`config.mk`:
```
export PLATFORM = sky130hd
export DESIGN_NAME = mbox_client_seq
export DESIGN_NICKNAME = d
export VERILOG_FILES = /design/src/rtl/mbox_msg_pkg.sv /design/src/rtl/mbox_msg_encoder.sv /design/src/rtl/mbox_reply_checker.sv /design/src/rtl/mbox_wait_timer.sv /design/src/rtl/mbox_client_seq.sv
export SDC_FILE = /design/constraint.sdc
export NUM_CORES = 1
export LEC_CHECK = 0
export BUFFER_PORTS_ARGS = -buffer_cell sky130_fd_sc_hd__buf_2
export CAP_MARGIN = 20
export CORE_UTILIZATION = 44
export CTS_BUF_LIST = sky130_fd_sc_hd__clkbuf_2
export DETAILED_ROUTE_END_ITERATION = 10
export GPL_ROUTABILITY_DRIVEN = 1
export PLACE_DENSITY = 0.89
export SYNTH_ARGS = -nofsm -noshare
export SYNTH_HDL_FRONTEND = slang
export SYNTH_HIERARCHICAL = 1
export SYNTH_SLANG_ARGS = --single-unit
```
`constraint.sdc`:
```
create_clock -name clk -period 3.4 [get_ports clk]
set_clock_uncertainty 0.1 [all_clocks]
set_input_delay 0.34 -clock clk [delete_from_list [all_inputs] [get_ports clk]]
set_output_delay 0.34 -clock clk [all_outputs]
set_load 0.02 [all_outputs]
```
`src/rtl/mbox_msg_pkg.sv`:
```
package mbox_msg_pkg;

  localparam int WORD_W = 32;

  localparam logic [7:0] CH_BUTTON = 8'h42;  // 'B'
  localparam logic [7:0] CH_LEDRDY = 8'h4C;  // 'L'
  localparam logic [7:0] CH_ACK    = 8'h41;  // 'A'
  localparam logic [7:0] CH_ZERO   = 8'h30;  // '0'
  localparam logic [7:0] CH_NULL   = 8'h00;

  typedef enum logic [2:0] {
    ST_IDLE,
    ST_SEND_BTN,
    ST_WAIT_ACK1,
    ST_LED_WR,
    ST_SEND_LED,
    ST_WAIT_ACK2
  } seq_state_e;

  typedef enum logic {
    MSG_BUTTON,
    MSG_LED_READY
  } msg_kind_e;

  function automatic logic [7:0] digit_of(input int unsigned num);
    digit_of = CH_ZERO + 8'(num);
  endfunction

  function automatic logic [WORD_W-1:0] pack_word(input logic [7:0] kind,
                                                  input logic [7:0] who,
                                                  input logic [7:0] data);
    pack_word = {CH_NULL, data, who, kind};
  endfunction

endpackage

```
`src/rtl/mbox_msg_encoder.sv`:
```
module mbox_msg_encoder
  import mbox_msg_pkg::*;
#(
  parameter int unsigned PROC_ID = 0
) (
  input  msg_kind_e          kind_i,
  output logic [WORD_W-1:0]  word_o
);

  localparam logic [7:0] SELF_DIGIT = digit_of(PROC_ID);

  logic [7:0] type_ch;

  always_comb begin
    type_ch = (kind_i == MSG_LED_READY) ? CH_LEDRDY : CH_BUTTON;
    word_o  = pack_word(type_ch, SELF_DIGIT, CH_ZERO);
  end

endmodule

```
`src/rtl/mbox_reply_checker.sv`:
```
module mbox_reply_checker
  import mbox_msg_pkg::*;
#(
  parameter int unsigned PROC_ID = 0
) (
  input  logic [WORD_W-1:0] word_i,
  output logic              is_ack_o
);

  localparam logic [7:0] SELF_DIGIT = digit_of(PROC_ID);

  logic [7:0] b_type, b_who, b_data, b_term;

  always_comb begin
    b_type   = word_i[7:0];
    b_who    = word_i[15:8];
    b_data   = word_i[23:16];
    b_term   = word_i[31:24];
    is_ack_o = (b_type == CH_ACK) && (b_who == SELF_DIGIT) &&
               (b_data == CH_ACK) && (b_term == CH_NULL);
  end

endmodule

```
`src/rtl/mbox_wait_timer.sv`:
```
module mbox_wait_timer #(
  parameter int unsigned TIMEOUT_CYC = 1000
) (
  input  logic clk,
  input  logic rst_n,
  input  logic run_i,
  input  logic restart_i,
  output logic expired_o
);

  localparam int unsigned CNT_W = $clog2(TIMEOUT_CYC + 1);
  localparam logic [CNT_W-1:0] LAST = CNT_W'(TIMEOUT_CYC - 1);

  logic [CNT_W-1:0] cnt_q, cnt_d;
  logic             cnt_en;

  always_comb begin
    cnt_en = run_i || (cnt_q != '0);
    if (!run_i || restart_i) cnt_d = '0;
    else                     cnt_d = cnt_q + 1'b1;
    expired_o = run_i && (cnt_q == LAST);
  end

  always_ff @(posedge clk or negedge rst_n) begin
    if (!rst_n)      cnt_q <= '0;
    else if (cnt_en) cnt_q <= cnt_d;
  end

  // a single wait never counts past its limit
  p_cnt_bounded_r9: assert property (@(posedge clk) disable iff (!rst_n)
    cnt_q <= LAST);

endmodule

```
`src/rtl/mbox_client_seq.sv`:
```
module mbox_client_seq
  import mbox_msg_pkg::*;
#(
  parameter int unsigned PROC_ID     = 0,
  parameter int unsigned LED_W       = 4,
  parameter int unsigned TIMEOUT_CYC = 1000
) (
  input  logic              clk,
  input  logic              rst_n,
  input  logic              btn_i,
  input  logic [LED_W-1:0]  led_value_i,
  input  logic              tx_empty_i,
  output logic              tx_valid_o,
  output logic [31:0]       tx_word_o,
  input  logic              rx_avail_i,
  input  logic [31:0]       rx_word_i,
  output logic              rx_pop_o,
  output logic              led_we_o,
  output logic [LED_W-1:0]  led_wdata_o,
  output logic              busy_o,
  output logic              err_o,
  output logic              done_o,
  output logic              timeout_o
);

  localparam logic [31:0] ACK_WORD = pack_word(CH_ACK, digit_of(PROC_ID), CH_ACK);

  initial begin
    a_proc_id_range: assert (PROC_ID <= 9);
  end

  seq_state_e state_q, state_d;
  msg_kind_e  kind;
  logic       reply_ok;
  logic       waiting, expired;
  logic       bad_set, done_set, tmo_set;
  logic       err_q, done_q, tmo_q;

  mbox_msg_encoder #(.PROC_ID(PROC_ID)) u_enc (
    .kind_i (kind),
    .word_o (tx_word_o)
  );

  mbox_reply_checker #(.PROC_ID(PROC_ID)) u_chk (
    .word_i   (rx_word_i),
    .is_ack_o (reply_ok)
  );

  mbox_wait_timer #(.TIMEOUT_CYC(TIMEOUT_CYC)) u_tmr (
    .clk       (clk),
    .rst_n     (rst_n),
    .run_i     (waiting),
    .restart_i (state_d != state_q),
    .expired_o (expired)
  );

  // next-state and strobe decode
  always_comb begin
    state_d    = state_q;
    kind       = MSG_BUTTON;
    tx_valid_o = 1'b0;
    rx_pop_o   = 1'b0;
    led_we_o   = 1'b0;
    waiting    = 1'b0;
    bad_set    = 1'b0;
    done_set   = 1'b0;
    tmo_set    = 1'b0;
    unique case (state_q)
      ST_IDLE: begin
        if (btn_i) state_d = ST_SEND_BTN;
      end
      ST_SEND_BTN, ST_SEND_LED: begin
        waiting = 1'b1;
        kind    = (state_q == ST_SEND_LED) ? MSG_LED_READY : MSG_BUTTON;
        if (tx_empty_i) begin
          tx_valid_o = 1'b1;
          state_d    = (state_q == ST_SEND_LED) ? ST_WAIT_ACK2 : ST_WAIT_ACK1;
        end else if (expired) begin
          tmo_set = 1'b1;
          state_d = ST_IDLE;
        end
      end
      ST_WAIT_ACK1, ST_WAIT_ACK2: begin
        waiting = 1'b1;
        if (rx_avail_i) begin
          rx_pop_o = 1'b1;
          if (!reply_ok) begin
            bad_set = 1'b1;
            state_d = ST_IDLE;
          end else if (state_q == ST_WAIT_ACK1) begin
            state_d = ST_LED_WR;
          end else begin
            done_set = 1'b1;
            state_d  = ST_IDLE;
          end
        end else if (expired) begin
          tmo_set = 1'b1;
          state_d = ST_IDLE;
        end
      end
      ST_LED_WR: begin
        led_we_o = 1'b1;
        state_d  = ST_SEND_LED;
      end
      default: state_d = ST_IDLE;
    endcase
  end

  // state and status registers
  always_ff @(posedge clk or negedge rst_n) begin
    if (!rst_n) begin
      state_q <= ST_IDLE;
      err_q   <= 1'b0;
      done_q  <= 1'b0;
      tmo_q   <= 1'b0;
    end else begin
      state_q <= state_d;
      err_q   <= bad_set;
      done_q  <= done_set;
      if (tmo_set) tmo_q <= 1'b1;
    end
  end

  assign led_wdata_o = led_value_i;
  assign busy_o      = (state_q != ST_IDLE);
  assign err_o       = err_q;
  assign done_o      = done_q;
  assign timeout_o   = tmo_q;

  // a word is offered only into an empty outgoing queue
  p_tx_into_empty_r3: assert property (@(posedge clk) disable iff (!rst_n)
    tx_valid_o |-> tx_empty_i);

  // every outgoing word ends with a null byte
  p_tx_null_term_r2: assert property (@(posedge clk) disable iff (!rst_n)
    tx_valid_o |-> (tx_word_o[31:24] == 8'h00));

  // a reply is consumed only when one is present
  p_pop_needs_data_r4: assert property (@(posedge clk) disable iff (!rst_n)
    rx_pop_o |-> rx_avail_i);

  // the LED write follows directly on an accepted reply
  p_led_after_ack_r5: assert property (@(posedge clk) disable iff (!rst_n)
    led_we_o |-> $past(rx_pop_o && (rx_word_i == ACK_WORD)));

  // no LED write while a word is being offered or consumed
  p_led_exclusive_r6: assert property (@(posedge clk) disable iff (!rst_n)
    led_we_o |-> !(tx_valid_o || rx_pop_o));

  // the error flag is a single-cycle pulse
  p_err_pulse_r8: assert property (@(posedge clk) disable iff (!rst_n)
    err_o |=> !err_o);

  // the timeout flag never clears on its own
  p_timeout_sticky_r9: assert property (@(posedge clk) disable iff (!rst_n)
    timeout_o |=> timeout_o);

  // completion and error never coincide
  p_done_err_excl_r7: assert property (@(posedge clk) disable iff (!rst_n)
    !(done_o && err_o));

endmodule

```
==> results of run 1 <==
==> through the flow <==
stage | hold WS [ns] | worst slack (ns) | instances
floorplan | -0.0556 | 0.878 | 184
global placement | 0.168 | 0.710 | 223
detailed placement | 0.173 | 0.639 | 223
CTS | 0.208 | 0.605 | 228
global route | 0.196 | 0.374 | 228
finish | 0.224 | 0.602 | 228
==> worst paths after layout <==
kind,startpoint,end,depth (start not counted),slack [ns]
worst max-delay path,u_tmr/cnt_q[0],u_tmr/cnt_q[0],10,0.60
max in group asynchronous,rst_n,u_tmr/cnt_q[1],2,2.58
min in group asynchronous,rst_n,timeout_o,2,0.36
worst min register to register,timeout_o,timeout_o,1,0.39
worst min-delay path,rx_avail_i,done_o,3,0.22
worst max register to register,u_tmr/cnt_q[0],u_tmr/cnt_q[0],10,0.60
==> registers in the layout (all words and copies together) (netlist names) <==
signal       flops
u_tmr/cnt_q     10
state_q          3
done_o           1
err_o            1
timeout_o        1
==> cell usage after synthesis, types with 4 or more instances <==
master / instances / area share
buf_4: 36 / 0.20
dfrtp_1: 16 / 0.29
nor2_1: 14 / 0.038
a21oi_1: 7 / 0.026
nand2_1: 7 / 0.019
o21ai_0: 7 / 0.026
inv_1: 5 / 0.014
nand2b_1: 4 / 0.018
nand3_1: 4 / 0.015
nor2b_1: 4 / 0.018
==> cells by family after synthesis <==
| family | after synthesis | share of synthesized area |
|---|---|---|
| DFF | 16 | 0.293 |
| adders and majority gates | 2 | 0.0183 |
| buffers and inverters | 43 | 0.223 |
| other | 2 | 0.00549 |
| xor gates and xnor gates | 5 | 0.0320 |
| and+or+nand+nor | 62 | 0.292 |
| muxes | 2 | 0.0146 |
| AOI/OAI and AO/OA | 25 | 0.122 |
==> what timing repair did <==
action                    in CTS  in global routing
hold endpoints to repair      16                  0
hold buffers                   1                  0
setup buffers                  0                  0
==> report_power, final <==
part | switching [mW] | internal, mW
Clock | 0.0614 | 0.0255
Combinational | 0.267 | 0.191
Sequential | 0.0632 | 0.217
==> worst max-delay path, cell delays in order, from the launching register on <==
cell and delay (ns):
dfrtp_1 0.47, ha_1 0.27, nand2_1 0.16, nor4_1 0.06
and4_2 0.27, or4b_4 0.51, o32ai_2 0.18, o31a_2 0.20
o21ai_2 0.06, nand2b_1 0.27, mux2i_1 0.18
==> cells in the final DEF, fill, tap and decap left out, drive strengths merged, types with 2 or more instances in the layout <==
cell type / Yosys / routed
buf: 38 / 46
conb: 2 / 29
dfrtp: 16 / 16
nor2: 14 / 14
o21ai: 8 / 8
nand2: 7 / 7
a21oi: 7 / 7
nor4: 6 / 6
inv: 5 / 5
nand3: 5 / 5
nand2b: 4 / 4
nor2b: 4 / 4
nor3: 4 / 4
or3: 3 / 3
xnor2: 3 / 3
clkbuf: 0 / 3
nand4: 3 / 3
o31ai: 3 / 3
or4: 3 / 3
mux2i: 2 / 2
xor2: 2 / 2
ha: 2 / 2
nor4b: 2 / 2
==> layout make-up <==
class                   count  area [sq um]
flip-flops and latches     16           400
multi-input cells         125           763
repair buffers             47           240
clock inverters             1          3.75
fillers                   255          1370
well taps                  31          38.8
inverters                   5          18.8
clock buffers               3          15.0
==> routing by layer <==
metal,GRT usage,vias to the layer above,wire length [um]
met5,0,-,0
met4,0.0918,0,44
met3,0.0156,4,139
met2,0.279,55,1270
met1,0.188,537,1080
li1,-,566,-
==> flow_summary_export.csv, run 1 <==
group,metric,value,unit
status,outcome,"finished with violations",
status,violations,"design-rule violations",
final_layout,nets,241,
yosys,async_flop_share,1.00,
final_layout,area_growth,8.23,%
route,wire_per_inst,11.1,um
global_routing,grt_antenna_before_repair,0,
yosys,synth-edff-count,0,
floorplan,io_pins,84,
placed_design,postPlaceCellArea,1450,sq um
yosys,synth_ff_type,"dfrtp_1",
sta,drv_slew,0,
floorplan,fp.coreArea,2850,sq um
route,via_count,1162,
yosys,syn_area_per_cell,8.71,sq um
clock_tree,cts_root_buf,"clkbuf_2",
critical_path,crit_path_end_kind,"flop",
yosys,synth_cell_types,43,
clock_tree,insertion_delay,0.30,ns
placed_design,hpwlAfterDp,2010,um
route,drtIter0Drc,43,
clock_tree,clockBufferDepth,2,
global_routing,grt_max_degree,17,
critical_path,crit_required,3.53,ns
yosys,ys_seq_area_frac,0.293,
sta,setup_viol,0,
global_routing,grt_pass1_wl,4170,um
floorplan,die_y,57.8,um
critical_path,crit_fanout,7,
hold_path,worstHoldPathType,"input pin to flop",
sta,finalHoldViolations,0,
final_layout,diodes,0,
route,firstDrtPassIters,7,
global_routing,gr-total-overflow,0,
clock_tree,h-tree-depth,1,
yosys,syn_inst,157,
power,ir_drop,0.206,mV
route,wirelength,2530,um
yosys,ys_seq_elements,16,
clock_tree,cts_tree,"done",
clock_tree,ctsResizeCount,0,
floorplan,dieArea,3340,sq um
sta,fmax,357,MHz
route,drc,2,
sta,tns,0,ns
sta,finalCriticalPeriod,2.80,ns
power,power.total,0.826,mW
critical_path,crit_path_start_kind,"flop",
final_layout,final_area,1480,sq um
floorplan,fp.dieW,57.8,um
clock_tree,cts_made_buffers,3,
yosys,synth_warnings,6,
final_layout,fin_util,0.519,
power,p_per_area,558,nW/um^2
floorplan,initial_core_util,0.479,
run,drv_cap,0,
clock_tree,clock-sinks,16,
sta,rsz0062_at_grt,"false",
global_routing,gr-usage-all-layers,0.158,
critical_path,path_class,"flop to flop",
critical_path,worstPathArrival,2.93,ns
placed_design,port-buffer-count,46,
sta,fin_crit_sh,0.823,
power,p_leak,0.682,nW
final_layout,drive_gt1_frac,0.320,
placed_design,gp_congestion,0.810,
global_routing,grt_pass1_vias,1037,
floorplan,rows,19,
clock_tree,clkTransAtPathRegs,0.15,ns
route,ant_nets,0,
yosys,syn-cell-area,1370,sq um
route,viasPerCell,5.10,
(Power assumes the default switching activity.)
==> run 2, diff against run 1 <==
--- a/config.mk
+++ b/config.mk
@@ -7,11 +7,11 @@
 export LEC_CHECK = 0
 export BUFFER_PORTS_ARGS = -buffer_cell sky130_fd_sc_hd__buf_2
 export CAP_MARGIN = 20
-export CORE_UTILIZATION = 44
+export CORE_UTILIZATION = 40
 export CTS_BUF_LIST = sky130_fd_sc_hd__clkbuf_2
 export DETAILED_ROUTE_END_ITERATION = 10
 export GPL_ROUTABILITY_DRIVEN = 1
-export PLACE_DENSITY = 0.89
+export PLACE_DENSITY = 0.85
 export SYNTH_ARGS = -nofsm -noshare
 export SYNTH_HDL_FRONTEND = slang
 export SYNTH_HIERARCHICAL = 1
==> constraint.sdc (replaced) <==
create_clock -name clk -period 2.51 [get_ports clk]
set_clock_uncertainty 0.1 [all_clocks]
set_input_delay 0.251 -clock clk [delete_from_list [all_inputs] [get_ports clk]]
set_output_delay 0.251 -clock clk [all_outputs]
set_load 0.02 [all_outputs]
==> flow_summary_export.csv, run 2 (same netlist as run 1, synthesis figures left out) <==
group,metric,value,unit
floorplan,fp.dieW,60.5,um
sta,drv_slew,0,
final_layout,reg_top3,"u_tmr/cnt_q (10), state_q (3)",
final_layout,layout.cells.most_common_list,"buf_2, conb_1, dfrtp_1",
power,p_per_area,804,nW/um^2
critical_path,crit_path_end_kind,"flop",
final_layout,final_area,1650,sq um
critical_path,crit_path_start_kind,"flop",
critical_path,path_class,"flop to flop",
route,drtIter0Drc,147,
final_layout,drive_gt1_frac,0.408,
clock_tree,cts_tree,"done",
status,outcome,"finished clean",
placed_design,gp_congestion,0.859,
floorplan,dieArea,3660,sq um
power,p_leak,0.769,nW
placed_design,postPlaceCellArea,1570,sq um
floorplan,fp.coreArea,3150,sq um
sta,fin_crit_sh,0.964,
sta,fmax,413,MHz
clock_tree,cts_made_buffers,3,
placed_design,dp.cells,250,
route,viasPerCell,4.69,
global_routing,grt_pass1_vias,1165,
placed_design,port-buffer-count,46,
clock_tree,h-tree-depth,1,
final_layout,stdcell_count,255,
final_layout,diodes,0,
final_layout,largest_reg_flops,10,
global_routing,gr-usage-all-layers,0.175,
clock_tree,clockBufferDepth,2,
power,power.total,1.33,mW
sta,worst_pin_slew,0.501,ns
floorplan,rows,20,
floorplan,die_y,60.5,um
route,ant_nets,0,
route,wirelength,2980,um
floorplan,initial_core_util,0.434,
route,drc,0,
critical_path,crit_fanout,3,
clock_tree,cts_root_buf,"clkbuf_2",
clock_tree,clock-sinks,16,
final_layout,area_growth,20.8,%
global_routing,grt_max_degree,17,
global_routing,grt_pass1_wl,4930,um
hold_path,worstHoldPathType,"input pin to flop",
sta,setup_viol,0,
global_routing,grt_antenna_before_repair,0,
placed_design,hpwlAfterDp,2290,um
sta,finalHoldViolations,0,
clock_tree,clkTransAtPathRegs,0.14,ns
clock_tree,insertion_delay,0.28,ns
route,firstDrtPassIters,4,
critical_path,crit_required,2.63,ns
critical_path,worstPathArrival,2.54,ns
sta,slew_headroom,0.663,
route,via_count,1195,
sta,finalCriticalPeriod,2.42,ns
global_routing,gr-total-overflow,0,
floorplan,io_pins,84,
final_layout,final_common_cell,"buf_2",
route,wire_per_inst,11.7,um
final_layout,largest_register,"u_tmr/cnt_q",
power,ir_drop,0.241,mV
final_layout,nets,256,
run,drv_cap,0,
final_layout,fin_util,0.524,
-- run 2: final cells by class --
| type | count | area (sq um) |
|---|---|---|
| clock buffer | 3 | 15.0 |
| fill | 296 | 1500 |
| inverter | 5 | 18.8 |
| multi-input combinational | 125 | 810 |
| sequential | 16 | 400 |
| tap | 44 | 55.1 |
| timing repair buffer | 62 | 353 |
-- run 2: worst max-delay path, cell delays in order, from the launching register on --
cell	delay (ns)
dfrtp_1	0.42
ha_2	0.20
nand2_2	0.07
nor4_1	0.04
and4_2	0.24
or4b_4	0.52
o32ai_4	0.12
o31a_2	0.17
o21ai_2	0.07
nor2b_2	0.19
a41oi_2	0.07
a21oi_1	0.14
-- run 2: path summary, 6_finish.rpt --
path | from | endpoint | slack (ns) | cells past startpoint
max in group asynchronous | rst_n | done_o | 1.77 | 2
worst max-delay path | u_tmr/cnt_q[0] | u_tmr/cnt_q[5] | 0.09 | 11
worst min-delay path | rx_avail_i | done_o | 0.15 | 3
min in group asynchronous | rst_n | state_q[0] | 0.28 | 2
worst max register to register | u_tmr/cnt_q[0] | u_tmr/cnt_q[5] | 0.09 | 11
worst min register to register | timeout_o | timeout_o | 0.39 | 1
-- run 2: layer usage --
metal  part of all wire  global-route usage
met4              0.010              0.0844
met1               0.42               0.211
met5                  0                   0
met3              0.035             0.00853
met2               0.53               0.319
-- run 2: timing repair --
action	CTS	global route
hold buffers	1	0
setup endpoints to repair	9	8
pin swaps	0	3
gates resized for setup	3	7
endpoints found under the hold margin	16	0
setup buffers	0	1
-- run 2: metrics by stage --
stage / hold slack [ns] / setup TNS, ns / setup slack, ns
after floorplan: -0.145 / -0.0190 / -0.0116
after global placement: 0.0804 / 0 / 0.0550
after detailed placement: 0.0897 / -0.00749 / -0.00749
after CTS: 0.132 / 0 / 0.0161
after global routing: 0.149 / -0.00561 / -0.00561
final: 0.153 / 0 / 0.0893
-- run 2: where the power goes --
part	total, mW	internal, mW	switching, mW	leakage, nW
registers	0.319	0.295	0.0238	0.219
logic	0.899	0.389	0.510	0.537
clock network	0.110	0.0326	0.0779	0.0125
total	1.33	0.717	0.612	0.769
